$ cat config.mk
export PLATFORM = sky130hd
export DESIGN_NAME = dpot_ctrl
export DESIGN_NICKNAME = d
export VERILOG_FILES = /design/src/rtl/dpot_pkg.sv /design/src/rtl/dpot_spi_rx.sv /design/src/rtl/dpot_bank.sv /design/src/rtl/dpot_store_timer.sv /design/src/rtl/dpot_ctrl.sv
export SDC_FILE = /design/constraint.sdc
export NUM_CORES = 1
export LEC_CHECK = 0
export BUFFER_PORTS_ARGS = -buffer_cell sky130_fd_sc_hd__buf_2
export CAP_MARGIN = 10
export CORE_UTILIZATION = 60
export DETAILED_ROUTE_END_ITERATION = 10
export MAX_ROUTING_LAYER = met4
export PLACE_DENSITY = 0.82
export SLEW_MARGIN = 0
export SYNTH_ARGS = -nofsm -noshare
export SYNTH_HDL_FRONTEND = slang
export SYNTH_SLANG_ARGS = --single-unit
$ cat constraint.sdc
create_clock -name clk -period 2.8 [get_ports clk]
set_input_delay 0.84 -clock clk [delete_from_list [all_inputs] [get_ports clk]]
set_output_delay 0.84 -clock clk [all_outputs]
set_load 0.05 [all_outputs]
$ cat src/rtl/dpot_pkg.sv
package dpot_pkg;
  localparam int BYTE_W = 8;
  localparam logic [3:0] DEV_TYPE = 4'b0101;

  typedef enum logic [3:0] {
    OP_STEP       = 4'h2,
    OP_STATUS     = 4'h5,
    OP_RD_WIPER   = 4'h9,
    OP_WR_WIPER   = 4'hA,
    OP_RD_BANK    = 4'hB,
    OP_WR_BANK    = 4'hC,
    OP_BANK2WIPER = 4'hD,
    OP_WIPER2BANK = 4'hE
  } op_e;

  typedef enum logic [2:0] {
    S_OFF, S_ID, S_INS, S_DATA, S_STEP, S_SKIP
  } fsm_e;
endpackage

$ cat src/rtl/dpot_spi_rx.sv
module dpot_spi_rx #(
  parameter int SYNC_STAGES = 2
) (
  input  logic       clk,
  input  logic       rst,
  input  logic       sck,
  input  logic       cs_n,
  input  logic       mosi,
  input  logic       hold_n,
  input  logic       tx_load,
  input  logic [7:0] tx_byte,
  output logic       frame_start,
  output logic       frame_end,
  output logic       bit_stb,
  output logic       bit_val,
  output logic       byte_stb,
  output logic [7:0] byte_val,
  output logic       miso,
  output logic       miso_oe
);
  localparam int CNT_W = 3;

  logic [SYNC_STAGES-1:0] sck_sr, cs_sr, mosi_sr, hold_sr;
  logic sck_s, cs_s, mosi_s, hold_s;
  logic sck_q, cs_q;
  logic active, rise, fall;
  logic [CNT_W-1:0] cnt;
  logic [6:0] shreg;
  logic [7:0] txsr;

  always_ff @(posedge clk) begin
    if (rst) begin
      sck_sr  <= '0;
      cs_sr   <= '0;
      mosi_sr <= '0;
      hold_sr <= '1;
      sck_q   <= 1'b0;
      cs_q    <= 1'b0;
    end else begin
      sck_sr  <= {sck_sr[SYNC_STAGES-2:0], sck};
      cs_sr   <= {cs_sr[SYNC_STAGES-2:0], cs_n};
      mosi_sr <= {mosi_sr[SYNC_STAGES-2:0], mosi};
      hold_sr <= {hold_sr[SYNC_STAGES-2:0], hold_n};
      sck_q   <= sck_s;
      cs_q    <= cs_s;
    end
  end

  assign sck_s  = sck_sr[SYNC_STAGES-1];
  assign cs_s   = cs_sr[SYNC_STAGES-1];
  assign mosi_s = mosi_sr[SYNC_STAGES-1];
  assign hold_s = hold_sr[SYNC_STAGES-1];

  assign frame_start = cs_q & ~cs_s;
  assign frame_end   = ~cs_q & cs_s;
  assign active      = ~cs_s & hold_s;
  assign rise        = active & sck_s & ~sck_q;
  assign fall        = active & ~sck_s & sck_q;

  assign bit_stb  = rise;
  assign bit_val  = mosi_s;
  assign byte_stb = rise & (cnt == CNT_W'(7));
  assign byte_val = {shreg, mosi_s};

  always_ff @(posedge clk) begin
    if (rst) begin
      cnt     <= '0;
      shreg   <= '0;
      txsr    <= '0;
      miso    <= 1'b0;
      miso_oe <= 1'b0;
    end else begin
      miso_oe <= active;
      if (frame_start) begin
        cnt  <= '0;
        txsr <= '0;
        miso <= 1'b0;
      end else begin
        if (rise) begin
          cnt   <= cnt + 1'b1;
          shreg <= {shreg[5:0], mosi_s};
        end
        if (tx_load) begin
          txsr <= tx_byte;
        end else if (fall) begin
          miso <= txsr[7];
          txsr <= {txsr[6:0], 1'b0};
        end
      end
    end
  end

  a_r1_quiet_when_deselected: assert property (@(posedge clk) disable iff (rst)
    cs_s |=> !miso_oe);

  a_r13_hold_freezes_count: assert property (@(posedge clk) disable iff (rst)
    (!hold_s && !frame_start) |=> ($stable(cnt) && $stable(shreg)));
endmodule

$ cat src/rtl/dpot_bank.sv
module dpot_bank #(
  parameter int N_REGS = 4,
  parameter int W      = 8,
  parameter logic [N_REGS*W-1:0] INIT = '0
) (
  input  logic                      clk,
  input  logic                      we,
  input  logic [$clog2(N_REGS)-1:0] waddr,
  input  logic [W-1:0]              wdata,
  input  logic [$clog2(N_REGS)-1:0] raddr,
  output logic [W-1:0]              rdata,
  output logic [W-1:0]              rdata0
);
  logic [W-1:0] mem [N_REGS];

  initial begin
    for (int i = 0; i < N_REGS; i++) mem[i] = INIT[i*W +: W];
  end

  always_ff @(posedge clk) begin
    if (we) mem[waddr] <= wdata;
  end

  assign rdata  = mem[raddr];
  assign rdata0 = mem[0];
endmodule

$ cat src/rtl/dpot_store_timer.sv
module dpot_store_timer #(
  parameter int CYCLES = 500
) (
  input  logic clk,
  input  logic rst,
  input  logic start,
  output logic busy
);
  localparam int CW = $clog2(CYCLES + 1);
  logic [CW-1:0] cnt;

  always_ff @(posedge clk) begin
    if (rst) begin
      cnt  <= '0;
      busy <= 1'b0;
    end else if (start) begin
      cnt  <= CW'(CYCLES);
      busy <= 1'b1;
    end else if (cnt != '0) begin
      cnt  <= cnt - 1'b1;
      busy <= (cnt != CW'(1));
    end
  end

  a_r10_busy_needs_start: assert property (@(posedge clk) disable iff (rst)
    $rose(busy) |-> $past(start));

  a_r11_no_restart_while_busy: assert property (@(posedge clk) disable iff (rst)
    start |-> !busy);
endmodule

$ cat src/rtl/dpot_ctrl.sv
module dpot_ctrl #(
  parameter int N_REGS       = 4,
  parameter int STORE_CYCLES = 500,
  parameter int SYNC_STAGES  = 2,
  parameter logic [N_REGS*dpot_pkg::BYTE_W-1:0] BANK_INIT = 32'h4030_2080
) (
  input  logic       clk,
  input  logic       rst,
  input  logic       spi_sck,
  input  logic       spi_cs_n,
  input  logic       spi_mosi,
  input  logic       spi_hold_n,
  input  logic       wp_n,
  input  logic [1:0] dev_addr,
  output logic       spi_miso,
  output logic       spi_miso_oe,
  output logic [7:0] wiper,
  output logic       store_busy
);
  import dpot_pkg::*;
  localparam int SELW = $clog2(N_REGS);
  localparam logic [BYTE_W-1:0] WMAX = {BYTE_W{1'b1}};

  logic frame_start, frame_end, bit_stb, bit_val, byte_stb;
  logic [7:0] byte_val;
  logic tx_load;
  logic [7:0] tx_byte;
  logic [1:0] wp_sr;
  logic mod_ok;

  fsm_e state;
  logic [3:0] op_q;
  logic [SELW-1:0] pend_sel;
  logic [BYTE_W-1:0] pend_data, wiper_q, bank_rdata, bank_rdata0;
  logic pend_store, recall_pend;

  logic [3:0] ins_op;
  logic [SELW-1:0] ins_sel;
  logic ins_rsv_ok, id_ok, decode, ins_valid, is_read, bank_we;

  dpot_spi_rx #(.SYNC_STAGES(SYNC_STAGES)) u_rx (
    .clk(clk), .rst(rst), .sck(spi_sck), .cs_n(spi_cs_n), .mosi(spi_mosi),
    .hold_n(spi_hold_n), .tx_load(tx_load), .tx_byte(tx_byte),
    .frame_start(frame_start), .frame_end(frame_end), .bit_stb(bit_stb),
    .bit_val(bit_val), .byte_stb(byte_stb), .byte_val(byte_val),
    .miso(spi_miso), .miso_oe(spi_miso_oe)
  );

  dpot_bank #(.N_REGS(N_REGS), .W(BYTE_W), .INIT(BANK_INIT)) u_bank (
    .clk(clk), .we(bank_we), .waddr(pend_sel), .wdata(pend_data),
    .raddr(ins_sel), .rdata(bank_rdata), .rdata0(bank_rdata0)
  );

  dpot_store_timer #(.CYCLES(STORE_CYCLES)) u_timer (
    .clk(clk), .rst(rst), .start(bank_we), .busy(store_busy)
  );

  always_ff @(posedge clk) begin
    if (rst) wp_sr <= 2'b00;
    else     wp_sr <= {wp_sr[0], wp_n};
  end

  assign mod_ok = wp_sr[1] & ~store_busy;

  always_comb begin
    ins_op     = byte_val[7:4];
    ins_sel    = byte_val[SELW-1:0];
    ins_rsv_ok = (byte_val[3:SELW] == '0);
    id_ok      = (byte_val[7:4] == DEV_TYPE) && (byte_val[3:2] == 2'b00) &&
                 (byte_val[1:0] == dev_addr);
    decode     = (state == S_INS) && byte_stb && !frame_start;
    ins_valid  = decode && ins_rsv_ok;
    is_read    = (ins_op == OP_RD_WIPER) || (ins_op == OP_RD_BANK) ||
                 (ins_op == OP_STATUS);
    tx_load    = ins_valid && is_read;
    bank_we    = frame_end && pend_store;
    case (ins_op)
      OP_RD_WIPER: tx_byte = wiper_q;
      OP_RD_BANK:  tx_byte = bank_rdata;
      default:     tx_byte = {7'b0, store_busy};
    endcase
  end

  always_ff @(posedge clk) begin
    if (rst) begin
      state       <= S_OFF;
      op_q        <= 4'h0;
      wiper_q     <= '0;
      recall_pend <= 1'b1;
      pend_store  <= 1'b0;
      pend_sel    <= '0;
      pend_data   <= '0;
    end else begin
      if (recall_pend) begin
        wiper_q     <= bank_rdata0;
        recall_pend <= 1'b0;
      end
      if (frame_end) begin
        pend_store <= 1'b0;
        state      <= S_OFF;
      end else if (frame_start) begin
        pend_store <= 1'b0;
        state      <= S_ID;
      end else begin
        case (state)
          S_ID: if (byte_stb) state <= id_ok ? S_INS : S_SKIP;
          S_INS: if (byte_stb) begin
            op_q  <= ins_op;
            state <= S_SKIP;
            if (ins_rsv_ok) begin
              case (ins_op)
                OP_RD_WIPER, OP_RD_BANK, OP_STATUS: state <= S_DATA;
                OP_WR_WIPER, OP_WR_BANK: if (mod_ok) begin
                  state    <= S_DATA;
                  pend_sel <= ins_sel;
                end
                OP_BANK2WIPER: if (mod_ok) wiper_q <= bank_rdata;
                OP_WIPER2BANK: if (mod_ok) begin
                  pend_store <= 1'b1;
                  pend_data  <= wiper_q;
                  pend_sel   <= ins_sel;
                end
                OP_STEP: if (mod_ok) state <= S_STEP;
                default: state <= S_SKIP;
              endcase
            end
          end
          S_DATA: if (byte_stb) begin
            state <= S_SKIP;
            if (op_q == OP_WR_WIPER) wiper_q <= byte_val;
            if (op_q == OP_WR_BANK) begin
              pend_store <= 1'b1;
              pend_data  <= byte_val;
            end
          end
          S_STEP: if (bit_stb) begin
            if (bit_val && wiper_q != WMAX)     wiper_q <= wiper_q + 1'b1;
            else if (!bit_val && wiper_q != '0) wiper_q <= wiper_q - 1'b1;
          end
          default: ;
        endcase
      end
    end
  end

  assign wiper = wiper_q;

  a_r9_no_wrap_up: assert property (@(posedge clk) disable iff (rst)
    (state == S_STEP && bit_stb && bit_val && wiper_q == WMAX && !frame_start)
    |=> wiper_q == WMAX);

  a_r9_no_wrap_down: assert property (@(posedge clk) disable iff (rst)
    (state == S_STEP && bit_stb && !bit_val && wiper_q == '0 && !frame_start)
    |=> wiper_q == '0);

  a_r3_bad_id_skips: assert property (@(posedge clk) disable iff (rst)
    (state == S_ID && byte_stb && !frame_start && byte_val[7:4] != DEV_TYPE)
    |=> state == S_SKIP);

  a_r12_no_step_when_protected: assert property (@(posedge clk) disable iff (rst)
    (decode && !wp_sr[1]) |=> state != S_STEP);
endmodule

== After elaboration in Yosys (flattened, before gate mapping) ==
Memory sizes are Yosys's and may differ from the RTL's.
Cells that the tools add are included.
W data, S select, Z words.

* Memories: 1
* Output and inout port bits: 11
* RAM bits: 32
* Word-level logic and storage cells: 156
* Register bits after elaboration: 69
* Input bits: 9

* Reduce and logical (&&, ||, !) cells: 36
* $add $sub $neg: 4
* Mux-type cells: 47
* Eq/ne operators: 28
* Bitwise logic cells: 17

{| class="wikitable"
|+ Memory list
! memory !! words !! bits a word !! rd ports !! clocked after Yosys merged registers in !! write ports !! line !! RTL
|-
| u_bank.mem || 4 || 8 || 2 || 0 || 1 || dpot_bank.sv:14 || <nowiki>logic [W-1:0] mem [N_REGS];</nowiki>
|}

{| class="wikitable"
|+ Operator list
! cell !! number
|-
| $mux W8 || 20
|-
| $eq A4 B4 Y1 const B || 8
|-
| $pmux W8 S2 || 2
|-
| $pmux W8 S3 || 1
|-
| $mux W3 || 6
|-
| $mux W9 || 2
|-
| $pmux W3 S3 || 2
|-
| $reduce_and A7 Y1 || 2
|-
| $mux W1 || 13
|-
| $ne A2 B2 Y1 const B || 6
|-
| $reduce_and A4 Y1 || 3
|-
| $and A1 B1 Y1 || 9
|-
| $logic_and A1 B1 Y1 || 9
|-
| $ne A3 B3 Y1 const B || 3
|-
| $ne A9 B1 Y1 const B || 1
|-
| $reduce_and A9 Y1 || 1
|-
| $reduce_bool A9 Y1 || 1
|-
| $reduce_or A3 Y1 || 3
|-
| $sub A9 B1 Y9 const B || 1
|-
| $add A8 B1 Y8 const B || 1
|-
| $ne A8 B8 Y1 const B || 1
|-
| $not A1 Y1 || 8
|-
| $reduce_bool A8 Y1 || 1
|-
| $reduce_or A2 Y1 || 4
|-
| 17 further kinds || 24
|}

== Depth between registers and ports, before layout ==
* Depth after elaboration: 11
* Gate-level depth with buffers: 8
* Gate-level depth less buffers: 7

== Cells and area by module ==
From an unflattened synthesis, not the netlist that was laid out.

* Cells, all modules: 553
* Area, all modules: 5373.9 µm²

{| class="wikitable"
|+ By module, submodules not included
! module !! cells an instance !! area each (µm²) !! times used
|-
| dpot_ctrl || 331 || 2467.4 || 1
|-
| dpot_bank || 46 || 1188.6 || 1
|-
| dpot_spi_rx || 117 || 1186.1 || 1
|-
| dpot_store_timer || 59 || 531.8 || 1
|}

== Least setup slack after synthesis ==
No wires, ideal clock.

* Kind: reg2reg
* Start point: reg wiper_q[0] (netlist: wiper[0])
* End point: reg wiper_q[5] (netlist: wiper[5])
* Data required time: 2680 ps
* Path slack: 649 ps
* Cell stages (with the launch flop): 8
* Library setup time: 120 ps
* Arrival time: 2031 ps
* Buffers on the path: 1
* Cell sequence: dfxtp_1 buf_6 inv_1 ha_1 or4b_2 o21ai_0 a2111oi_0 o31a_1

* Longest elaborated chain between the ends: 8

{| class="wikitable"
|+ Ends and longest elaborated chain
! what !! line !! RTL
|-
| start, declared || dpot_ctrl.sv:34 || <nowiki>logic [BYTE_W-1:0] pend_data, wiper_q, bank_rdata, bank_rdata0;</nowiki>
|-
| start signal, assigned || dpot_ctrl.sv:95 || <nowiki>wiper_q <= bank_rdata0;</nowiki>
|-
| start signal, assigned || dpot_ctrl.sv:117 || <nowiki>OP_BANK2WIPER: if (mod_ok) wiper_q <= bank_rdata;</nowiki>
|-
| start signal, assigned || dpot_ctrl.sv:130 || <nowiki>if (op_q == OP_WR_WIPER) wiper_q <= byte_val;</nowiki>
|-
| parallel branches: the longest is 3 deep, another holds $sub A8 B1 Y8 || - ||
|-
| $mux W8 * || dpot_ctrl.sv:137 || <nowiki>if (bit_val && wiper_q != WMAX) wiper_q <= wiper_q + 1'b1;</nowiki>
|-
| $mux W8 * || dpot_ctrl.sv:136 || <nowiki>S_STEP: if (bit_stb) begin</nowiki>
|-
| $pmux W8 S3 * || dpot_ctrl.sv:105 || <nowiki>case (state)</nowiki>
|-
| $mux W8 * || dpot_ctrl.sv:101 || <nowiki>end else if (frame_start) begin</nowiki>
|-
| $mux W8 * || dpot_ctrl.sv:98 || <nowiki>if (frame_end) begin</nowiki>
|}

Every way passes the cells marked *.
A chain may end at the register's enable or synchronous reset.

== Worst setup path after layout ==
* Start point: reg u_rx.cs_sr[1]
* End point: reg pend_data[1]

* Longest elaborated chain between the ends: 7

{| class="wikitable"
|+ Ends and longest elaborated chain
! what !! line !! RTL
|-
| start, declared || dpot_spi_rx.sv:23 || <nowiki>logic [SYNC_STAGES-1:0] sck_sr, cs_sr, mosi_sr, hold_sr;</nowiki>
|-
| start signal, assigned || dpot_spi_rx.sv:41 || <nowiki>cs_sr <= {cs_sr[SYNC_STAGES-2:0], cs_n};</nowiki>
|-
| $not A1 Y1 || dpot_spi_rx.sv:54, dpot_spi_rx.sv:56 ||
|-
| $and A1 B1 Y1 || dpot_spi_rx.sv:56 || <nowiki>assign active = ~cs_s & hold_s;</nowiki>
|-
| $and A1 B1 Y1 (2 in a row) || dpot_spi_rx.sv:57 || <nowiki>assign rise = active & sck_s & ~sck_q;</nowiki>
|-
| $and A1 B1 Y1 || dpot_spi_rx.sv:62 || <nowiki>assign byte_stb = rise & (cnt == CNT_W'(7));</nowiki>
|-
| $ne A2 B2 Y1 (no line) || - ||
|-
| $reduce_and A9 Y1 (no line) * || - ||
|-
| end signal, assigned || dpot_ctrl.sv:120 || <nowiki>pend_data <= wiper_q;</nowiki>
|-
| end signal, assigned || dpot_ctrl.sv:133 || <nowiki>pend_data <= byte_val;</nowiki>
|-
| end, declared || dpot_ctrl.sv:34 ||
|}

Every way passes the cells marked *; elsewhere a longest branch is shown, timed or not.

==> qor.yml <==
run_status: "finished, final reports clean"
worst_slew_margin_rel_pct: 51.42
nets: 541
cts-resized-gates: 0
finalHoldViolCount: 0
pwr_dens_nw_per_um2: 544.4
cts_setup_buffers: 0
crit_buf_inv: 1
cts_tree: "yes"
hold_buffers: 0
layout.area.seq_sq_um: 2342
timing.critical_path.from: "u_rx.cs_sr[1]"
post-route-drc-count: 0
finalClockSkew_ns: 0.01025
post_layout_nonfiller_instances: 633
seq_power_share_pct: 53.5
synth_sequential_area_ratio_pct: 44.42
layout.cell_area.non_filler_sq_um: 5615
path_max_fanout: 16
hold_class: "reg -> reg"
synth.distinct_cells: 77
cp_top_family: "compound AO/OA/AOI/OAI gates"
design.portCount: 20
synth.top_cells.by_area: "dfxtp_1 (26%), edfxtp_1 (18%), mux2i_1 (5.9%), mux4_2 (3.4%), nand2_1 (2.9%)"
async_flop_share_pct: 0
netlist_top_cells_count: "dfxtp_1 (69), nand2_1 (41), nor2_1 (38)"
floorplan.initialDensity_pct: 63.22
postPlaceCellArea_sq_um: 5419
post_dp_hpwl_mm: 8.679
filler_cells: 656
p_total_mw: 3.057
p_sw_mw: 0.9243
rsz0062_at_grt: "no"
cp_slowest_cell: "a211oi_4"
syn_area_per_cell_sq_um: 10.26
holdWs_ns: 0.4289
synth_nets: 532
yosys_warnings: 0
multi_input_combinational_cell_area_sq_um: 2708
maxCapViolations: 0
die_y_um: 95.74
grt_usage_pct: 29.79
chip_width_um: 95.74
number_of_antenna_violations_at_the_first_check_in_global_routing: 0
worst_setup_path_end_kind: "flip-flop"
clkTransAtPathRegs_ns: 0.10
min_from: "u_rx.hold_sr[0]"
floorplan.die_area_sq_um: 9166
period_share_pct: 81.75
setup_tns_ns: 0
post_synth_edffs: 32
via_count_of_the_first_global_routing_pass: 3789
kind_of_critical_path: "reg -> reg"
setup_viol_count_final: 0
grt_max_degree: 38
power.combinational.fraction_pct: 16.8
post_synth_inst_count: 514
clk_path_buf_depth: 2
power.internal_mw: 2.133
first_pass_detailed_route_iteration_total: 8
wl_per_cell_um: 19.61
clock_power_share_pct: 29.7
cts_root_buffer: "clkbuf_8"
grt_pass1_wl_mm: 19.67
post_synth_instance_area_sq_um: 5273
htree_num_levels: 3
placement.io_buffers: 19
cp.arrival_ns: 2.57
timing.critical_path.cells: "inv_1, ha_1, or2_2, a211oi_4, nor2_1, a311oi_1"
yosys.cell_count.top_type: "dfxtp_1"
yosys_register_bits: 101
placed_cells_incl_taps: 617
period_needed_ns: 2.289
yosys_most_used_dff: "dfxtp_1"
max_freq_mhz: 436.9
floorplan.rows: 33
via_per_inst: 6.536
clkSinkCount: 101
drt_iter0_drc: 325
pins_over_slew_limit: 0
sw_share_pct: 30.24
crit_path_max_incr_delay_ns: 0.53
detailroute.via_count: 4137
area_of_the_placeable_core_sq_um: 8341
clock_latency_ns: 0.37
synth.largest_area_cell: "dfxtp_1"
final_layout_size_suffix_gt1_share_pct: 18.37
power.static_leakage_nw: 2.084
cts_buffers: 9
tightest_slew_ns: 0.7287
yosys.area.top_type_share_pct: 26.20
antenna-diode-count: 0
crit_path_launch_type: "flip-flop"
worst_ir_drop_vdd_uv: 405.2
wl_mm: 12.41
grt_remaining_overflow: 0
syn_to_final_growth_pct: 6.502
required_time_of_the_worst_setup_path_ns: 3.08
beginning_of_the_worst_register_to_register_path: "u_rx.cs_sr[1]"
place_congestion: 0.9792
ant_nets: 0
-- layout by cell type (no fill, tap or decap), types with 9 or more instances in the layout --
master     n
mux2_2    11
o21ai_0   21
nand2_1   41
edfxtp_1  32
mux2i_1   31
a31oi_1   10
a21oi_1   30
buf_4     13
nor2b_1   11
nor2_1    38
clkbuf_8   9
nor3_1    12
xnor2_1    9
inv_1     12
dfxtp_1   69
ha_1       9
buf_2     19
-- through the flow --
step | setup slack, ns | util, %
CTS | 0.5026 | 67.33
floorplan | 0.6489 | -
detailed placement | 0.5583 | 64.97
finish | 0.5111 | 67.33
global placement | 0.6337 | 64.97
global route | 0.2658 | 67.33
-- worst paths after layout --
check        cells past startpoint  slack (ns)              end
min reg2reg                      1        0.43  u_rx.hold_sr[1]
min                              1        0.43  u_rx.hold_sr[1]
max                              6        0.51     pend_data[1]
max reg2reg                      6        0.51     pend_data[1]
-- layer usage --
metal	GRT usage, %	vias up	share of wire, %
met2	43.21	182	45
met1	40.57	1982	44
met4	11.07	0	2.8
li1	-	1939	-
met5	-	-	0
met3	7.188	34	8.0
-- cell families (layout without fill, tap and decap cells) --
group | count (synthesis) | after routing | synth area share, %
buf+inv | 46 | 60 | 4.224
xor+xnor | 13 | 13 | 2.159
fa+ha+maj | 9 | 9 | 2.136
simple gates | 179 | 179 | 20.34
mux | 50 | 50 | 11.65
compound gates | 116 | 116 | 15.07
flops | 101 | 101 | 44.42
-- final cells by class --
cell class | count | area share [%]
Clock buffer | 9 | 2.206
Clock inverter | 7 | 1.292
Inverter | 12 | 0.8021
Multi-Input combinational cell | 367 | 48.22
Sequential cell | 101 | 41.71
Tap cell | 105 | 2.340
Timing Repair Buffer | 32 | 3.431
-- state kept, by name (all words and copies together), names as in the netlist, 2 cells and up --
| name | flops |
|---|---|
| op_q | 4 |
| pend_data | 8 |
| pend_sel | 2 |
| state | 3 |
| u_bank.mem | 32 |
| u_rx.cnt | 3 |
| u_rx.cs_sr | 2 |
| u_rx.hold_sr | 2 |
| u_rx.mosi_sr | 2 |
| u_rx.sck_sr | 2 |
| u_rx.shreg | 7 |
| u_rx.txsr | 8 |
| u_timer.cnt | 9 |
| wiper | 8 |
| wp_sr | 2 |
-- power by group through the flow --
stage               sequential, mW  combinational [mW]  clock (mW)
floorplan                     1.68               0.384           0
global placement              1.66               0.484           0
detailed placement            1.67               0.506           0
CTS                           1.64               0.510       0.915
global route                  1.65               0.563       0.966
finish                        1.64               0.512       0.909
Note: power is estimated with default switching activity, not from simulation.
